--- config.mk ---
export PLATFORM = sky130hd
export DESIGN_NAME = nvseq_top
export DESIGN_NICKNAME = d
export VERILOG_FILES = /design/src/rtl/nvseq_pkg.sv /design/src/rtl/nvseq_timer.sv /design/src/rtl/nvseq_flags.sv /design/src/rtl/nvseq_fsm.sv /design/src/rtl/nvseq_top.sv
export SDC_FILE = /design/constraint.sdc
export NUM_CORES = 1
export LEC_CHECK = 0
export ABC_AREA = 1
export BUFFER_PORTS_ARGS = -buffer_cell sky130_fd_sc_hd__buf_2
export CORE_MARGIN = 2
export CORE_UTILIZATION = 53
export DETAILED_ROUTE_END_ITERATION = 7
export PLACE_DENSITY = 0.83
export SETUP_SLACK_MARGIN = 0.15
export SYNTH_ARGS = -nofsm -noshare
export SYNTH_HDL_FRONTEND = slang
export SYNTH_SLANG_ARGS = --single-unit
export TNS_END_PERCENT = 5
--- constraint.sdc ---
create_clock -name clk -period 1.6 [get_ports clk]
set_clock_uncertainty 0.1 [all_clocks]
set_input_delay 0 -clock clk [delete_from_list [all_inputs] [get_ports clk]]
set_output_delay 0 -clock clk [all_outputs]
set_load 0.02 [all_outputs]
--- src/rtl/nvseq_pkg.sv ---
package nvseq_pkg;

    typedef enum logic [2:0] {
        ST_OFF        = 3'd0,
        ST_PU_RECALL  = 3'd1,
        ST_READY      = 3'd2,
        ST_SW_STORE   = 3'd3,
        ST_SW_RECALL  = 3'd4,
        ST_GRACE      = 3'd5,
        ST_AUTO_STORE = 3'd6
    } seq_state_e;

    typedef struct packed {
        logic store;
        logic recall;
        logic as_on;
        logic as_off;
    } seq_cmd_t;

    typedef struct packed {
        logic store_go;
        logic recall_go;
    } nv_go_t;

    function automatic logic state_busy(seq_state_e s);
        return (s == ST_PU_RECALL) || (s == ST_SW_STORE) ||
               (s == ST_SW_RECALL) || (s == ST_AUTO_STORE);
    endfunction

    function automatic logic state_open(seq_state_e s);
        return (s == ST_READY) || (s == ST_GRACE);
    endfunction

    function automatic integer max_of4(integer a, integer b, integer c, integer d);
        integer m;
        m = a;
        if (b > m) m = b;
        if (c > m) m = c;
        if (d > m) m = d;
        return m;
    endfunction

endpackage

--- src/rtl/nvseq_timer.sv ---
module nvseq_timer #(
    parameter int CNT_W = 4
) (
    input  logic             clk,
    input  logic             rst,
    input  logic             load,
    input  logic [CNT_W-1:0] load_val,
    output logic             expired
);
    logic [CNT_W-1:0] cnt;

    always_ff @(posedge clk) begin
        if (rst) begin
            cnt <= '0;
        end else if (load) begin
            cnt <= load_val;
        end else if (cnt != '0) begin
            cnt <= cnt - 1'b1;
        end
    end

    assign expired = (cnt == '0);

    AST_TMR_LOADS: assert property (@(posedge clk) disable iff (rst)
        load |=> (cnt == $past(load_val)));

endmodule

--- src/rtl/nvseq_flags.sv ---
module nvseq_flags (
    input  logic clk,
    input  logic rst,
    input  logic wr_pulse,
    input  logic wr_open,
    input  logic clr_dirty,
    input  logic pu_start,
    input  logic as_set,
    input  logic as_clr,
    output logic dirty_now,
    output logic as_en
);
    logic dirty;
    logic wr_seen;

    assign wr_seen = wr_pulse && wr_open;

    always_ff @(posedge clk) begin
        if (rst) begin
            dirty <= 1'b0;
        end else if (clr_dirty) begin
            dirty <= 1'b0;
        end else if (wr_seen) begin
            dirty <= 1'b1;
        end
    end

    always_ff @(posedge clk) begin
        if (rst) begin
            as_en <= 1'b1;
        end else if (pu_start) begin
            as_en <= 1'b1;
        end else if (as_clr) begin
            as_en <= 1'b0;
        end else if (as_set) begin
            as_en <= 1'b1;
        end
    end

    // a write in the deciding cycle still counts
    assign dirty_now = dirty || wr_seen;

    AST_DIRTY_CLEARED: assert property (@(posedge clk) disable iff (rst)
        clr_dirty |=> !dirty);
    AST_WRITE_MARKS: assert property (@(posedge clk) disable iff (rst)
        (wr_seen && !clr_dirty) |=> dirty);
    AST_AS_DEFAULT_ON: assert property (@(posedge clk) disable iff (rst)
        pu_start |=> as_en);
    AST_AS_TURNS_OFF: assert property (@(posedge clk) disable iff (rst)
        (as_clr && !pu_start) |=> !as_en);

endmodule

--- src/rtl/nvseq_fsm.sv ---
module nvseq_fsm
    import nvseq_pkg::*;
#(
    parameter int CNT_W   = 4,
    parameter int TFA     = 10,
    parameter int TDELAY  = 4,
    parameter int TSTORE  = 6,
    parameter int TRECALL = 5
) (
    input  logic             clk,
    input  logic             rst,
    input  logic             supply_ok,
    input  logic             wr_pending,
    input  seq_cmd_t         cmd,
    input  logic             dirty_now,
    input  logic             as_en,
    input  logic             tmr_expired,
    output seq_state_e       state,
    output logic             tmr_load,
    output logic [CNT_W-1:0] tmr_val,
    output nv_go_t           go,
    output logic             cycle_done,
    output logic             pu_start,
    output logic             cmd_open,
    output logic             wr_open
);
    localparam logic [CNT_W-1:0] TFA_V     = CNT_W'(TFA - 1);
    localparam logic [CNT_W-1:0] TDELAY_V  = CNT_W'(TDELAY - 1);
    localparam logic [CNT_W-1:0] TSTORE_V  = CNT_W'(TSTORE - 1);
    localparam logic [CNT_W-1:0] TRECALL_V = CNT_W'(TRECALL - 1);

    seq_state_e nxt;
    nv_go_t     go_n;
    logic       save_ok;

    assign save_ok  = dirty_now && as_en;
    assign cmd_open = (state == ST_READY) && supply_ok;
    assign wr_open  = state_open(state);

    always_comb begin
        nxt        = state;
        tmr_load   = 1'b0;
        tmr_val    = '0;
        go_n       = '0;
        cycle_done = 1'b0;
        pu_start   = 1'b0;
        unique case (state)
            ST_OFF: begin
                if (supply_ok) begin
                    nxt            = ST_PU_RECALL;
                    tmr_load       = 1'b1;
                    tmr_val        = TFA_V;
                    go_n.recall_go = 1'b1;
                    pu_start       = 1'b1;
                end
            end
            ST_PU_RECALL: begin
                if (!supply_ok) begin
                    nxt = ST_OFF;
                end else if (tmr_expired) begin
                    nxt        = ST_READY;
                    cycle_done = 1'b1;
                end
            end
            ST_READY: begin
                if (!supply_ok) begin
                    if (wr_pending) begin
                        nxt      = ST_GRACE;
                        tmr_load = 1'b1;
                        tmr_val  = TDELAY_V;
                    end else if (save_ok) begin
                        nxt           = ST_AUTO_STORE;
                        tmr_load      = 1'b1;
                        tmr_val       = TSTORE_V;
                        go_n.store_go = 1'b1;
                    end else begin
                        nxt = ST_OFF;
                    end
                end else if (cmd.store) begin
                    nxt           = ST_SW_STORE;
                    tmr_load      = 1'b1;
                    tmr_val       = TSTORE_V;
                    go_n.store_go = 1'b1;
                end else if (cmd.recall) begin
                    nxt            = ST_SW_RECALL;
                    tmr_load       = 1'b1;
                    tmr_val        = TRECALL_V;
                    go_n.recall_go = 1'b1;
                end
            end
            ST_SW_STORE, ST_SW_RECALL: begin
                if (tmr_expired) begin
                    cycle_done = 1'b1;
                    nxt        = supply_ok ? ST_READY : ST_OFF;
                end
            end
            ST_GRACE: begin
                if (tmr_expired) begin
                    if (save_ok) begin
                        nxt           = ST_AUTO_STORE;
                        tmr_load      = 1'b1;
                        tmr_val       = TSTORE_V;
                        go_n.store_go = 1'b1;
                    end else begin
                        nxt = ST_OFF;
                    end
                end
            end
            ST_AUTO_STORE: begin
                if (tmr_expired) begin
                    cycle_done = 1'b1;
                    nxt        = ST_OFF;
                end
            end
            default: nxt = ST_OFF;
        endcase
    end

    always_ff @(posedge clk) begin
        if (rst) begin
            state <= ST_OFF;
            go    <= '0;
        end else begin
            state <= nxt;
            go    <= go_n;
        end
    end

    AST_PU_RECALL_START: assert property (@(posedge clk) disable iff (rst)
        (state == ST_OFF && supply_ok) |=> (state == ST_PU_RECALL && go.recall_go));
    AST_DROP_LEAVES_READY: assert property (@(posedge clk) disable iff (rst)
        (state == ST_READY && !supply_ok) |=> (state != ST_READY));
    AST_GRACE_ON_PENDING: assert property (@(posedge clk) disable iff (rst)
        (state == ST_READY && !supply_ok && wr_pending) |=> (state == ST_GRACE));
    AST_CLEAN_NO_SAVE: assert property (@(posedge clk) disable iff (rst)
        (state == ST_READY && !supply_ok && !wr_pending && !save_ok) |=> !go.store_go);
    AST_BUSY_NO_NEW_GO: assert property (@(posedge clk) disable iff (rst)
        (state_busy(state) && !tmr_expired) |=> !(go.store_go || go.recall_go));

endmodule

--- src/rtl/nvseq_top.sv ---
module nvseq_top
    import nvseq_pkg::*;
#(
    parameter int TFA     = 10,
    parameter int TDELAY  = 4,
    parameter int TSTORE  = 6,
    parameter int TRECALL = 5
) (
    input  logic clk,
    input  logic rst,
    input  logic supply_ok,
    input  logic cs_n,
    input  logic wr_pending,
    input  logic wr_pulse,
    input  logic cmd_store,
    input  logic cmd_recall,
    input  logic cmd_as_on,
    input  logic cmd_as_off,
    output logic busy,
    output logic access_off,
    output logic standby,
    output logic nv_store_go,
    output logic nv_recall_go
);
    localparam int LONGEST = max_of4(TFA, TDELAY, TSTORE, TRECALL);
    localparam int CNT_W   = (LONGEST < 2) ? 1 : $clog2(LONGEST);

    seq_cmd_t         cmd;
    seq_state_e       state;
    nv_go_t           go;
    logic             tmr_load;
    logic [CNT_W-1:0] tmr_val;
    logic             tmr_expired;
    logic             cycle_done;
    logic             pu_start;
    logic             cmd_open;
    logic             wr_open;
    logic             dirty_now;
    logic             as_en;

    assign cmd = '{store: cmd_store, recall: cmd_recall,
                   as_on: cmd_as_on, as_off: cmd_as_off};

    nvseq_timer #(.CNT_W(CNT_W)) u_timer (
        .clk      (clk),
        .rst      (rst),
        .load     (tmr_load),
        .load_val (tmr_val),
        .expired  (tmr_expired)
    );

    nvseq_flags u_flags (
        .clk       (clk),
        .rst       (rst),
        .wr_pulse  (wr_pulse),
        .wr_open   (wr_open),
        .clr_dirty (cycle_done),
        .pu_start  (pu_start),
        .as_set    (cmd.as_on && cmd_open),
        .as_clr    (cmd.as_off && cmd_open),
        .dirty_now (dirty_now),
        .as_en     (as_en)
    );

    nvseq_fsm #(
        .CNT_W   (CNT_W),
        .TFA     (TFA),
        .TDELAY  (TDELAY),
        .TSTORE  (TSTORE),
        .TRECALL (TRECALL)
    ) u_fsm (
        .clk         (clk),
        .rst         (rst),
        .supply_ok   (supply_ok),
        .wr_pending  (wr_pending),
        .cmd         (cmd),
        .dirty_now   (dirty_now),
        .as_en       (as_en),
        .tmr_expired (tmr_expired),
        .state       (state),
        .tmr_load    (tmr_load),
        .tmr_val     (tmr_val),
        .go          (go),
        .cycle_done  (cycle_done),
        .pu_start    (pu_start),
        .cmd_open    (cmd_open),
        .wr_open     (wr_open)
    );

    assign busy         = state_busy(state);
    assign access_off   = !state_open(state);
    assign standby      = cs_n && (state == ST_READY);
    assign nv_store_go  = go.store_go;
    assign nv_recall_go = go.recall_go;

    AST_STANDBY_IDLE: assert property (@(posedge clk) disable iff (rst)
        standby |-> !busy);
    AST_ONE_STROBE: assert property (@(posedge clk) disable iff (rst)
        $onehot0({nv_store_go, nv_recall_go}));

endmodule

* Word-level counts from Yosys, hierarchy flattened
Cells that the tools add are included.
Storage, ports and cells: input port bits 10, flip-flop bits (word level) 11, output and inout bits 5, logic and storage cells 85
Operators by class: muxes and demuxes 44, add/sub/neg operators 1, reductions and logical operators 22, equality and inequality tests 12
Operators with widths (count):
- 3-bit 2-to-1 mux | 14
- 4-bit 2-to-1 mux | 6
- 3-bit one-hot mux with 6 select lines | 1
- 1-bit 2-to-1 mux | 17
- 4-bit one-hot mux with 3 select lines | 1
- 3-bit == test, second input constant | 3
- 2-bit inequality test, second input constant | 4
- 3-bit by 2-bit == test with 1-bit output, second input constant | 2
- 1-bit logical AND | 6
- 1-bit one-hot mux with 2 select lines | 3
- 6-bit AND reduction | 1
- 2-bit OR reduction | 3
- 1-bit logical OR | 5
- 4-bit zero test | 1
- 4-bit inequality test, second input constant | 1
- 2-bit nonzero test | 2
- 4-bit nonzero test | 1
- 4-bit by 1-bit subtractor with 4-bit output, second input constant | 1
- 3-bit by 1-bit == test with 1-bit output, second input constant | 1
- 3-bit zero test | 1
- 3-bit inequality test, second input constant | 1
- 1-bit one-hot mux with 3 select lines | 1
- 3-bit OR reduction | 1
- 2-bit 2-to-1 mux | 1
- 1-bit zero test | 1

* Longest topological paths before layout
Gate-level depths: netlist of run 1.
depth in word-level cells 10, mapped depth 12, gate-level depth less buffers 12

* Modules after synthesis
Synthesis of run 1 repeated with hierarchy kept, for this count alone.
Second synthesis, totals: cells, all modules 144, area, all modules 839.6 um2
By module, submodules not included:
- nvseq_fsm | cells each 76, seq. area each 100.1 um2, times used 1, area each 442.9 um2
- nvseq_timer | cells each 40, seq. area each 80.1 um2, times used 1, area each 247.7 um2
- nvseq_flags | cells each 11, seq. area each 40.0 um2, times used 1, area each 80.1 um2
- nvseq_top | cells each 17, seq. area each 0.0 um2, times used 1, area each 68.8 um2

* Worst setup path before layout of run 1
Ideal clock, no wire load.
kind reg-to-reg, start point register u_timer.cnt[0], end point register u_timer.cnt[1], arrival time 1.284 ns, cell stages (with the launch flop) 10, path buffers 0, required time 1.384 ns, library setup time 0.116 ns, clock period less this slack 1.500 ns, setup slack 0.100 ns, path through dfxtp_1 > inv_1 > ha_1 > nand2_1 > nor2_1 > nand4_2 > nand3_2 > nand2_1 > nand2_1 > a21oi_1
On the way: word-level cells in the longest chain between the ends 4, elaborated cells between the ends (all ways) 10, those cells by class add/sub (1); mux (6); reduce/logical (3)
RTL lines:
- start, declared | line nvseq_timer.sv:10 | logic [CNT_W-1:0] cnt;
- start signal, assigned | line nvseq_timer.sv:16 | cnt <= load_val;
- start signal, assigned | line nvseq_timer.sv:18 | cnt <= cnt - 1'b1;
- parallel branches: the longest is 4 deep, another holds 4-bit by 1-bit subtractor with 4-bit output
Parallel ways; which one is timed is not known. The select of a mux whose other input is x is not followed. A chain may end at the register's enable or synchronous reset.

* Worst setup path after layout of run 1
start point register u_fsm.state[1], end point register u_timer.cnt[0]
On the way: word-level cells in the longest chain between the ends 10, elaborated cells between the ends (all ways) 19, those cells by class eq/ne (2); mux (11); reduce/logical (6)
RTL lines:
- start, declared | line nvseq_fsm.sv:18 | output seq_state_e state,
- start signal, assigned | line nvseq_fsm.sv:124 | state <= nxt;
- 3-bit by 2-bit == test with 1-bit output or 3-bit == test (tied branches) | line nvseq_pkg.sv:31, nvseq_fsm.sv:47
- 1-bit logical OR | line nvseq_pkg.sv:31 | return (s == ST_READY) || (s == ST_GRACE);
- 1-bit logical AND | line nvseq_flags.sv:16 | assign wr_seen = wr_pulse && wr_open;
- 1-bit logical OR | line nvseq_flags.sv:41 | assign dirty_now = dirty || wr_seen;
- 1-bit logical AND | line nvseq_fsm.sv:36 | assign save_ok = dirty_now && as_en;
- 3-bit 2-to-1 mux or 1-bit 2-to-1 mux (tied branches) | line nvseq_fsm.sv:71, nvseq_fsm.sv:99
- 4-bit 2-to-1 mux or 1-bit 2-to-1 mux (tied branches) | line nvseq_fsm.sv:67 | if (wr_pending) begin
- 4-bit 2-to-1 mux or 1-bit 2-to-1 mux (tied branches) | line nvseq_fsm.sv:66 | if (!supply_ok) begin
- 4-bit one-hot mux with 3 select lines or 1-bit one-hot mux with 3 select lines (tied branches) | line nvseq_fsm.sv:47 | unique case (state)
- 4-bit 2-to-1 mux or 2-bit nonzero test (tied branches)
Parallel ways exist; a longest one is shown, timed or not.

==> summary.txt, run 1 <==
Outcome - complete, but fails checks
Failing checks - setup timing
Clk_lat worst skew - 280 ps
Final min period - 1620 ps
Clock buffer count from CTS - 3
Worst Path Arrival - 1690 ps
N_diodes - 0
ANT nets after route - 0
Hold Fails Final Rpt - 0
Req. time, crit path - 1670 ps
Unrepaired setup endpoints after global routing - true
Number of synthesized flops with an enable pin - 0
Die ar. - 1840 sq um
CTS clk-pin slew, worst paths - 80 ps
Max Cap Violations - 0
CP Class - reg -> reg
CTS Sinks - 11
Starting Density - 55.2%
Number of global-route vias before repair - 891
VDD IR-drop max - 1220 uV
GRT Total Usage - 27.1%
Die X - 42.9 microns
Root Driver - clkbuf_4
# fillers - 90
Normalized max-slew margin - 74.5%
H-tree depth - 1
Wire per inst - 16.9 microns
Chip Height - 42.9 microns
Cell variety after synth - 25
Seq cells post-synth - 11
PwrDens - 1620 nW/um^2
Via density per instance - 6.09
Max clock buf depth - 2
Synth area leaders - dfxtp_1, nand2_1, nand2_4
Pin count of the biggest net entering global routing - 8
R2r setup slk - -20 ps
Final wirelength - 2780 microns
GP Congestion - 0.845
Final max-slew violation count - 0
CP Max Fanout - 7
IO Port Bufs - 14
Synth Warn # - 0
Cell Area, Synth - 802 sq um
Cell count after synthesis - 114
Final Cycle Share - 101%
First-pass GRT wire length - 3730 microns
Least-Margin Pin Slew - 379 ps
Post-synth top area cell - dfxtp_1
DP Wirelength - 1550 microns
CP Launch Type - flip-flop
Via Count - 998
Top-count cell post-synth - nand2_1
Initial antenna violation count - 0
Synth Flop Type - dfxtp_1
Nets - 161
Avg Synthesized Cell Area - 7.04 sq um
FFs w/ async S/R, synth - 0%
Multi-input logic area - 564 sq um
Element type at the critical path end - flip-flop
First-pass DRT Iterations - 5
Synthesized Nets - 126
Worst setup margin - -18.1 ps
Post-synthesis sequential area ratio - 27.5%
Tightest Hold Check Type - in -> reg
Final hold slack - 29.3 ps
Layout cells sized above 1 - 42.6%
Syn-to-layout area delta - 42.0%
DRC - 0
Number of cell rows - 14
Final number of setup-violating endpoints - 1
Leak - 0.000548 uW
Power, Total - 1850 uW
Storage element area - 233 sq um
CTS tree - done
DR iter-0 viols - 83
Post-synth top cells - nand2_1, inv_1, dfxtp_1
Fmax - 618 MHz
Post-synth top area share - 27.5%
Ports - 15
Total global routing overflow - 0
CORE AREA - 1450 sq um
flip-flops by register name, indices dropped and copies added (netlist names):
name           flops
u_timer.cnt        4
u_fsm.state        3
u_fsm.go           2
u_flags.as_en      1
u_flags.dirty      1
repair_timing:
| action | in CTS | in global routing |
|---|---|---|
| resized for setup | 14 | 15 |
| setup endpoints to repair | 9 | 9 |
| hold buffers | 4 | 0 |
| buffers inserted | 6 | 3 |
| pin swaps | 4 | 5 |
| hold endpoints to repair | 6 | 0 |
area by class of cell:
class | count | area share (%)
timing repair buffer | 30 | 18.6
clock buffer | 4 | 2.31
multi-input combinational | 82 | 49.6
inverter | 21 | 7.36
sequential | 11 | 20.4
tap | 16 | 1.76
per-layer routing:
layer | routed length (microns) | track usage [%]
met4 | 221 | 17.5
met2 | 1280 | 45.2
met3 | 308 | 5.53
met5 | 0 | 0
met1 | 967 | 30.9
critical path: stages, from the launching register on:
cell,delay [ps]
dfxtp_4,400
inv_2,50
nand3_2,90
nand2_4,70
nand2_4,60
nand2_4,70
nand2_4,80
nand2_4,60
nand2_4,90
nand3_4,90
o211ai_1,260
inv_1,80
metrics by stage:
step	cells	instance area (sq um)	util (%)	setup TNS, ps	setup WS [ps]
global route	164	1140	78.3	-109	-35.2
global placement	147	917	63.1	0	42.2
finish	164	1140	78.3	-18.1	-18.1
CTS	161	1070	73.8	0	61.7
floorplan	114	805	-	0	169
detailed placement	147	917	63.1	-41.5	-41.5
placed cells by master, fill, tap and decap left out, types with 2 or more instances in the layout:
master          n
nand2_1        18
inv_1          14
buf_2          14
nand3_1        10
buf_4           9
nor2_1          8
a21oi_1         7
dfxtp_1         7
nand2_4         6
inv_2           5
o21ai_1         4
dlygate4sd3_1   4
nor3_1          3
clkbuf_4        3
buf_6           3
dfxtp_4         3
inv_4           2
nand3_4         2
nand2_2         2
o21ai_2         2
nand4_1         2
a21oi_2         2
path summary, 6_finish.rpt:
path                               start                          end  cells past startpoint
max          u_fsm.state[1]$_SDFFE_PP0P_  u_timer.cnt[0]$_SDFFE_PP0P_                     11
min                            supply_ok   u_flags.as_en$_SDFFE_PP1P_                      4
min reg2reg  u_timer.cnt[1]$_SDFFE_PP0P_  u_timer.cnt[1]$_SDFFE_PP0P_                      2
max reg2reg  u_fsm.state[1]$_SDFFE_PP0P_  u_timer.cnt[0]$_SDFFE_PP0P_                     11
report_power, final:
part | internal, uW | leakage (uW) | total, uW | switching (uW)
logic | 487 | 0.000440 | 1200 | 710
clock network | 97.1 | 0.0000150 | 206 | 109
registers | 363 | 0.0000927 | 447 | 83.5
cells by family (layout without fill, tap and decap cells):
| group | Yosys count | count (layout) | share of synthesized area [%] |
|---|---|---|---|
| AOI/OAI and AO/OA | 18 | 18 | 12.8 |
| buffers and inverters | 21 | 55 | 9.83 |
| DFF | 11 | 11 | 27.5 |
| adders and majority gates | 2 | 2 | 3.12 |
| xor gates and xnor gates | 3 | 3 | 3.28 |
| and+or+nand+nor | 59 | 59 | 43.5 |
No activity file was read; power rests on OpenSTA's default activity.
==> run 2, diff against run 1 <==
- ABC_AREA: 1 -> 0
- CTS_BUF_LIST: unset -> sky130_fd_sc_hd__clkbuf_16
- PLACE_DENSITY: 0.83 -> 0.82
==> summary.txt, run 2 <==
CP Max Fanout - 5
Comb power frac - 61.9%
Final Cycle Share - 103%
Element type at the critical path end - flip-flop
Final wirelength - 2380 microns
CTS clk-pin slew, worst paths - 50 ps
Number of cell rows - 14
Reg-to-reg endpoint - u_fsm.state[1]$_SDFFE_PP0P_
Synth Warn # - 0
Root Driver - clkbuf_16
DRC - 0
Max reg flops - 4
Worst r2r src - u_timer.cnt[1]$_SDFFE_PP0P_
CP Launch Type - flip-flop
Final number of setup-violating endpoints - 2
Seq cells post-synth - 11
Clk_lat worst skew - 240 ps
Largest Register - u_timer.cnt
Worst Path Arrival - 1720 ps
CTS tree - done
Failing checks - setup timing
Pint - 1510 uW
Number of synthesized flops with an enable pin - 0
Via Count - 970
Post-synthesis sequential area ratio - 26.1%
Post-synth top area cell - dfxtp_1
Initial antenna violation count - 0
Most common cell after layout, fill and taps aside - buf_4
Hold path depth - 3
Fmax - 604 MHz
Post-placement setup slack - 1.89 ps
Die ar. - 1930 sq um
DP Wirelength - 1680 microns
Wire per inst - 15.7 microns
Starting Density - 56.1%
R2r setup slk - -60 ps
First-pass DRT Iterations - 4
GP Congestion - 0.938
Req. time, crit path - 1660 ps
IO Port Bufs - 14
CTS Sinks - 11
Pin count of the biggest net entering global routing - 13
Switching portion of total power - 40.0%
Hold Fails Final Rpt - 0
CORE AREA - 1510 sq um
Max Cap Violations - 0
Number of global-route vias before repair - 947
Layout cells sized above 1 - 40.7%
Chip Height - 43.9 microns
Final hold slack - 9.14 ps
GRT Total Usage - 28.2%
Largest regs - u_timer.cnt (4), u_fsm.state (3), u_fsm.go (2)
Synthesized Nets - 119
Top-count cell post-synth - dfxtp_1
Ports - 15
Outcome - complete, but fails checks
WHS Endpoint - u_fsm.go[1]$_SDFF_PP0_
Clock buffer count from CTS - 3
CP Class - reg -> reg
Synth area leaders - dfxtp_1, a31oi_1, o21ai_0
H-tree depth - 1
Avg Synthesized Cell Area - 7.89 sq um
PwrDens - 2100 nW/um^2
Via density per instance - 6.42
ANT nets after route - 0
Die X - 43.9 microns
Leak - 0.000486 uW
Switching pwr - 1000 uW
Max clock buf depth - 2
# fillers - 101
Cell Area, Synth - 845 sq um
Hold path startpoint - cmd_store
Cell variety after synth - 42
Nets - 148
Post-synth top cells - dfxtp_1, nor2_1, a31oi_1, nand2_1, o21ai_0
VDD IR-drop max - 1160 uV
Reg power frac - 19.6%
Least-Margin Pin Slew - 443 ps
Synth Flop Type - dfxtp_1
Post-synth top area share - 26.1%
Worst Reg2Reg Path Length in Cells - 6
Clock Power Share - 18.5%
Cell count after synthesis - 107
Total global routing overflow - 0
Final instance area - 1190 sq um
Final min period - 1660 ps
Power, Total - 2510 uW
Syn-to-layout area delta - 41.2%
Unrepaired setup endpoints after global routing - true
First-pass GRT wire length - 4120 microns
FFs w/ async S/R, synth - 0%
Worst setup margin - -55.2 ps
Final max-slew violation count - 0
DR iter-0 viols - 30
Normalized max-slew margin - 70.1%
Most frequent cells in the layout - buf_4, buf_2, nor2_1, dfxtp_1
Tightest Hold Check Type - in -> reg
N_diodes - 0
Post-DP Area - 1050 sq um
==> run 2: repair_timing <==
action / 4_1_cts / 5_1_grt
endpoints found under the setup margin: 9 / 11
endpoints found under the hold margin: 7 / 0
buffers inserted: 0 / 1
pin swaps: 2 / 4
resized for setup: 0 / 10
hold buffers: 1 / 0
cloned: 0 / 0
==> run 2: power by group through the flow <==
stage                     clock, uW  combinational, uW  sequential [uW]
after detailed placement          0               1420              479
final                           463               1550              493
after global routing            485               1700              506
after floorplan                   0                970              470
after global placement            0               1380              475
after CTS                       462               1440              475
==> run 2: worst max-delay path by stage <==
stage / start / endpoint / slack (ps) / depth (start not counted)
2_1_floorplan: u_timer.cnt[0]$_SDFFE_PP0P_ / u_fsm.state[1]$_SDFFE_PP0P_ / 90 / 6
3_3_place_gp: u_fsm.state[1]$_SDFFE_PP0P_ / u_timer.cnt[0]$_SDFFE_PP0P_ / 20 / 4
3_5_place_dp: u_timer.cnt[1]$_SDFFE_PP0P_ / u_fsm.state[1]$_SDFFE_PP0P_ / 2 / 6
4_1_cts: u_fsm.state[1]$_SDFFE_PP0P_ / u_timer.cnt[1]$_SDFFE_PP0P_ / -7 / 4
5_1_grt: u_timer.cnt[1]$_SDFFE_PP0P_ / u_fsm.state[2]$_SDFFE_PP0P_ / -110 / 6
6_report: u_timer.cnt[1]$_SDFFE_PP0P_ / u_fsm.state[1]$_SDFFE_PP0P_ / -60 / 6
==> run 2: through the flow <==
| step | util, % | std cells | TNS [ps] |
|---|---|---|---|
| after global routing | 79.2 | 151 | -415 |
| after global placement | 70.0 | 145 | 0 |
| after floorplan | - | 107 | 0 |
| after detailed placement | 70.0 | 145 | 0 |
| after CTS | 76.0 | 150 | -13.7 |
| final | 79.2 | 151 | -101 |
==> run 2: area by class of cell <==
cell class	count	area [sq um]	area share [%]
Clock buffer	3	75.1	6.30
Clock inverter	1	5.00	0.420
Inverter	4	15.0	1.26
Multi-Input combinational cell	84	641	53.7
Sequential cell	11	225	18.9
Tap cell	16	20.0	1.68
Timing Repair Buffer	32	211	17.7
==> run 2: kinds of logic (layout without fill, tap and decap cells) <==
family,Yosys count,after routing,share of synthesized area (%)
xor gates and xnor gates,3,3,3.11
and+or+nand+nor,43,43,31.3
adders and majority gates,2,2,2.96
AOI/OAI and AO/OA,35,35,29.5
DFF,11,11,26.1
buffers and inverters,12,40,5.78
muxes,1,1,1.33
==> run 2: per-layer routing <==
layer / global-route usage (%) / wire, microns
met1: 36.5 / 1020
met2: 47.6 / 1190
met3: 3.75 / 111
met4: 9.70 / 55
met5: 0 / 0
==> run 2: worst max-delay path, cell delays in order, from the launching register on <==
cell and delay (ps):
dfxtp_2 320, inv_2 50, ha_4 150, nor3b_4 170, a22o_1 280, or3_1 330
a21oi_1 170
==> run 3, diff against run 2 <==
- CORE_UTILIZATION: 53 -> 40
- CTS_BUF_LIST: sky130_fd_sc_hd__clkbuf_16 -> unset
- PLACE_DENSITY: 0.82 -> 0.66
- clock period: 1.6 -> 1.8 ns (I/O delays scaled with it)
==> summary.txt, run 3 (synthesis gave the netlist of run 2 again) <==
N_diodes - 0
Root Driver - clkbuf_4
Worst Path Arrival - 1740 ps
Final Cycle Share - 94.3%
H-tree depth - 1
Final min period - 1700 ps
Tightest Hold Check Type - in -> reg
Least-Margin Pin Slew - 485 ps
Final hold slack - -3.50 ps
Initial antenna violation count - 0
Failing checks - hold timing
# fillers - 180
Largest Register - u_timer.cnt
Die ar. - 2500 sq um
Unrepaired setup endpoints after global routing - true
Ports - 15
Normalized max-slew margin - 67.2%
Clk_lat worst skew - 270 ps
GP Congestion - 0.912
CTS clk-pin slew, worst paths - 70 ps
Final number of setup-violating endpoints - 0
CP Launch Type - flip-flop
Clock buffer count from CTS - 3
Syn-to-layout area delta - 35.7%
GRT Total Usage - 20.1%
Outcome - complete, but fails checks
Hold Fails Final Rpt - 1
Power, Total - 2000 uW
DRC - 0
CORE AREA - 1980 sq um
DP Wirelength - 1730 microns
ANT nets after route - 0
Nets - 150
Final setup TNS - 0 ps
Final max-slew violation count - 0
Via Count - 966
Total global routing overflow - 0
First-pass GRT wire length - 3950 microns
Wire per inst - 15.3 microns
VDD IR-drop max - 899 uV
Largest regs - u_timer.cnt (4), u_fsm.state (3), u_fsm.go (2)
CTS Sinks - 11
Max Cap Violations - 0
CP Class - reg -> reg
DR iter-0 viols - 30
# placed instances - 152
Most frequent cells in the layout - buf_4, buf_2, dfxtp_1
Via density per instance - 5.89
Fmax - 589 MHz
Layout cells sized above 1 - 36.5%
First-pass DRT Iterations - 4
Most common cell after layout, fill and taps aside - buf_4
IO Port Bufs - 14
Req. time, crit path - 1840 ps
Die X - 50.0 microns
PwrDens - 1740 nW/um^2
Core Util, Final - 57.8%
Wire length on met2 - 1210 microns
Chip Height - 50.0 microns
Final wirelength - 2520 microns
Max clock buf depth - 2
Max reg flops - 4
Met3 wire length - 108 microns
Pin count of the biggest net entering global routing - 14
Leak - 0.000467 uW
Starting Density - 42.6%
Final std cells w/o fill - 164
Top sig layer - met4
Number of cell rows - 16
Met1 wire length - 1150 microns
Element type at the critical path end - flip-flop
Number of global-route vias before repair - 871
CP Max Fanout - 5
CTS tree - done
==> run 3: layer usage <==
metal / vias up / GRT usage, %
li1: 472 / -
met1: 456 / 26.2
met2: 32 / 33.3
met3: 6 / 2.73
met4: 0 / 7.87
met5: - / 0
==> run 3: metrics by stage <==
step           instance area (sq um)  setup WS (ps)  hold slack [ps]
2_1_floorplan                    845            159             54.0
3_3_place_gp                    1000           56.3              206
3_5_place_dp                    1000           -117              209
4_1_cts                         1090           74.5             2.49
5_1_grt                         1150           36.9             40.4
6_report                        1150            102            -3.50
==> run 3: cell type report <==
class / count / area (sq um) / share of cell area, %
Clock buffer: 4 / 26.3 / 2.29
Sequential cell: 11 / 223 / 19.4
Timing Repair Buffer: 34 / 231 / 20.2
Tap cell: 27 / 33.8 / 2.95
Inverter: 4 / 15.0 / 1.31
Multi-Input combinational cell: 84 / 617 / 53.8
==> run 3: repair_timing <==
action	in CTS	in global routing
setup endpoints to repair	8	11
hold buffers	3	0
hold endpoints to repair	7	0
pin swaps	3	3
gates cloned	0	0
buffers inserted	2	3
gates resized for setup	5	11
==> run 3: report_power, final <==
group | switching [uW] | internal [uW] | leakage, uW
clock network | 88.1 | 85.7 | 0.0000150
registers | 111 | 335 | 0.0000912
logic | 675 | 701 | 0.000361
total | 874 | 1120 | 0.000467
==> run 3: path summary, 6_finish.rpt <==
check	startpoint	end	slack, ps	cells past startpoint
worst max-delay path	u_timer.cnt[1]$_SDFFE_PP0P_	u_fsm.state[1]$_SDFFE_PP0P_	100	6
worst min-delay path	wr_pending	u_timer.cnt[1]$_SDFFE_PP0P_	-3	3
worst max register to register	u_timer.cnt[1]$_SDFFE_PP0P_	u_fsm.state[1]$_SDFFE_PP0P_	100	6
worst min register to register	u_fsm.state[1]$_SDFFE_PP0P_	u_fsm.state[0]$_SDFFE_PP0P_	440	1
==> run 3: worst max-delay path: stages, from the launching register on <==
cell	delay, ps
dfxtp_2	360
inv_2	60
ha_4	160
nor3b_4	170
a22o_1	270
o41ai_1	370
a21oi_1	80
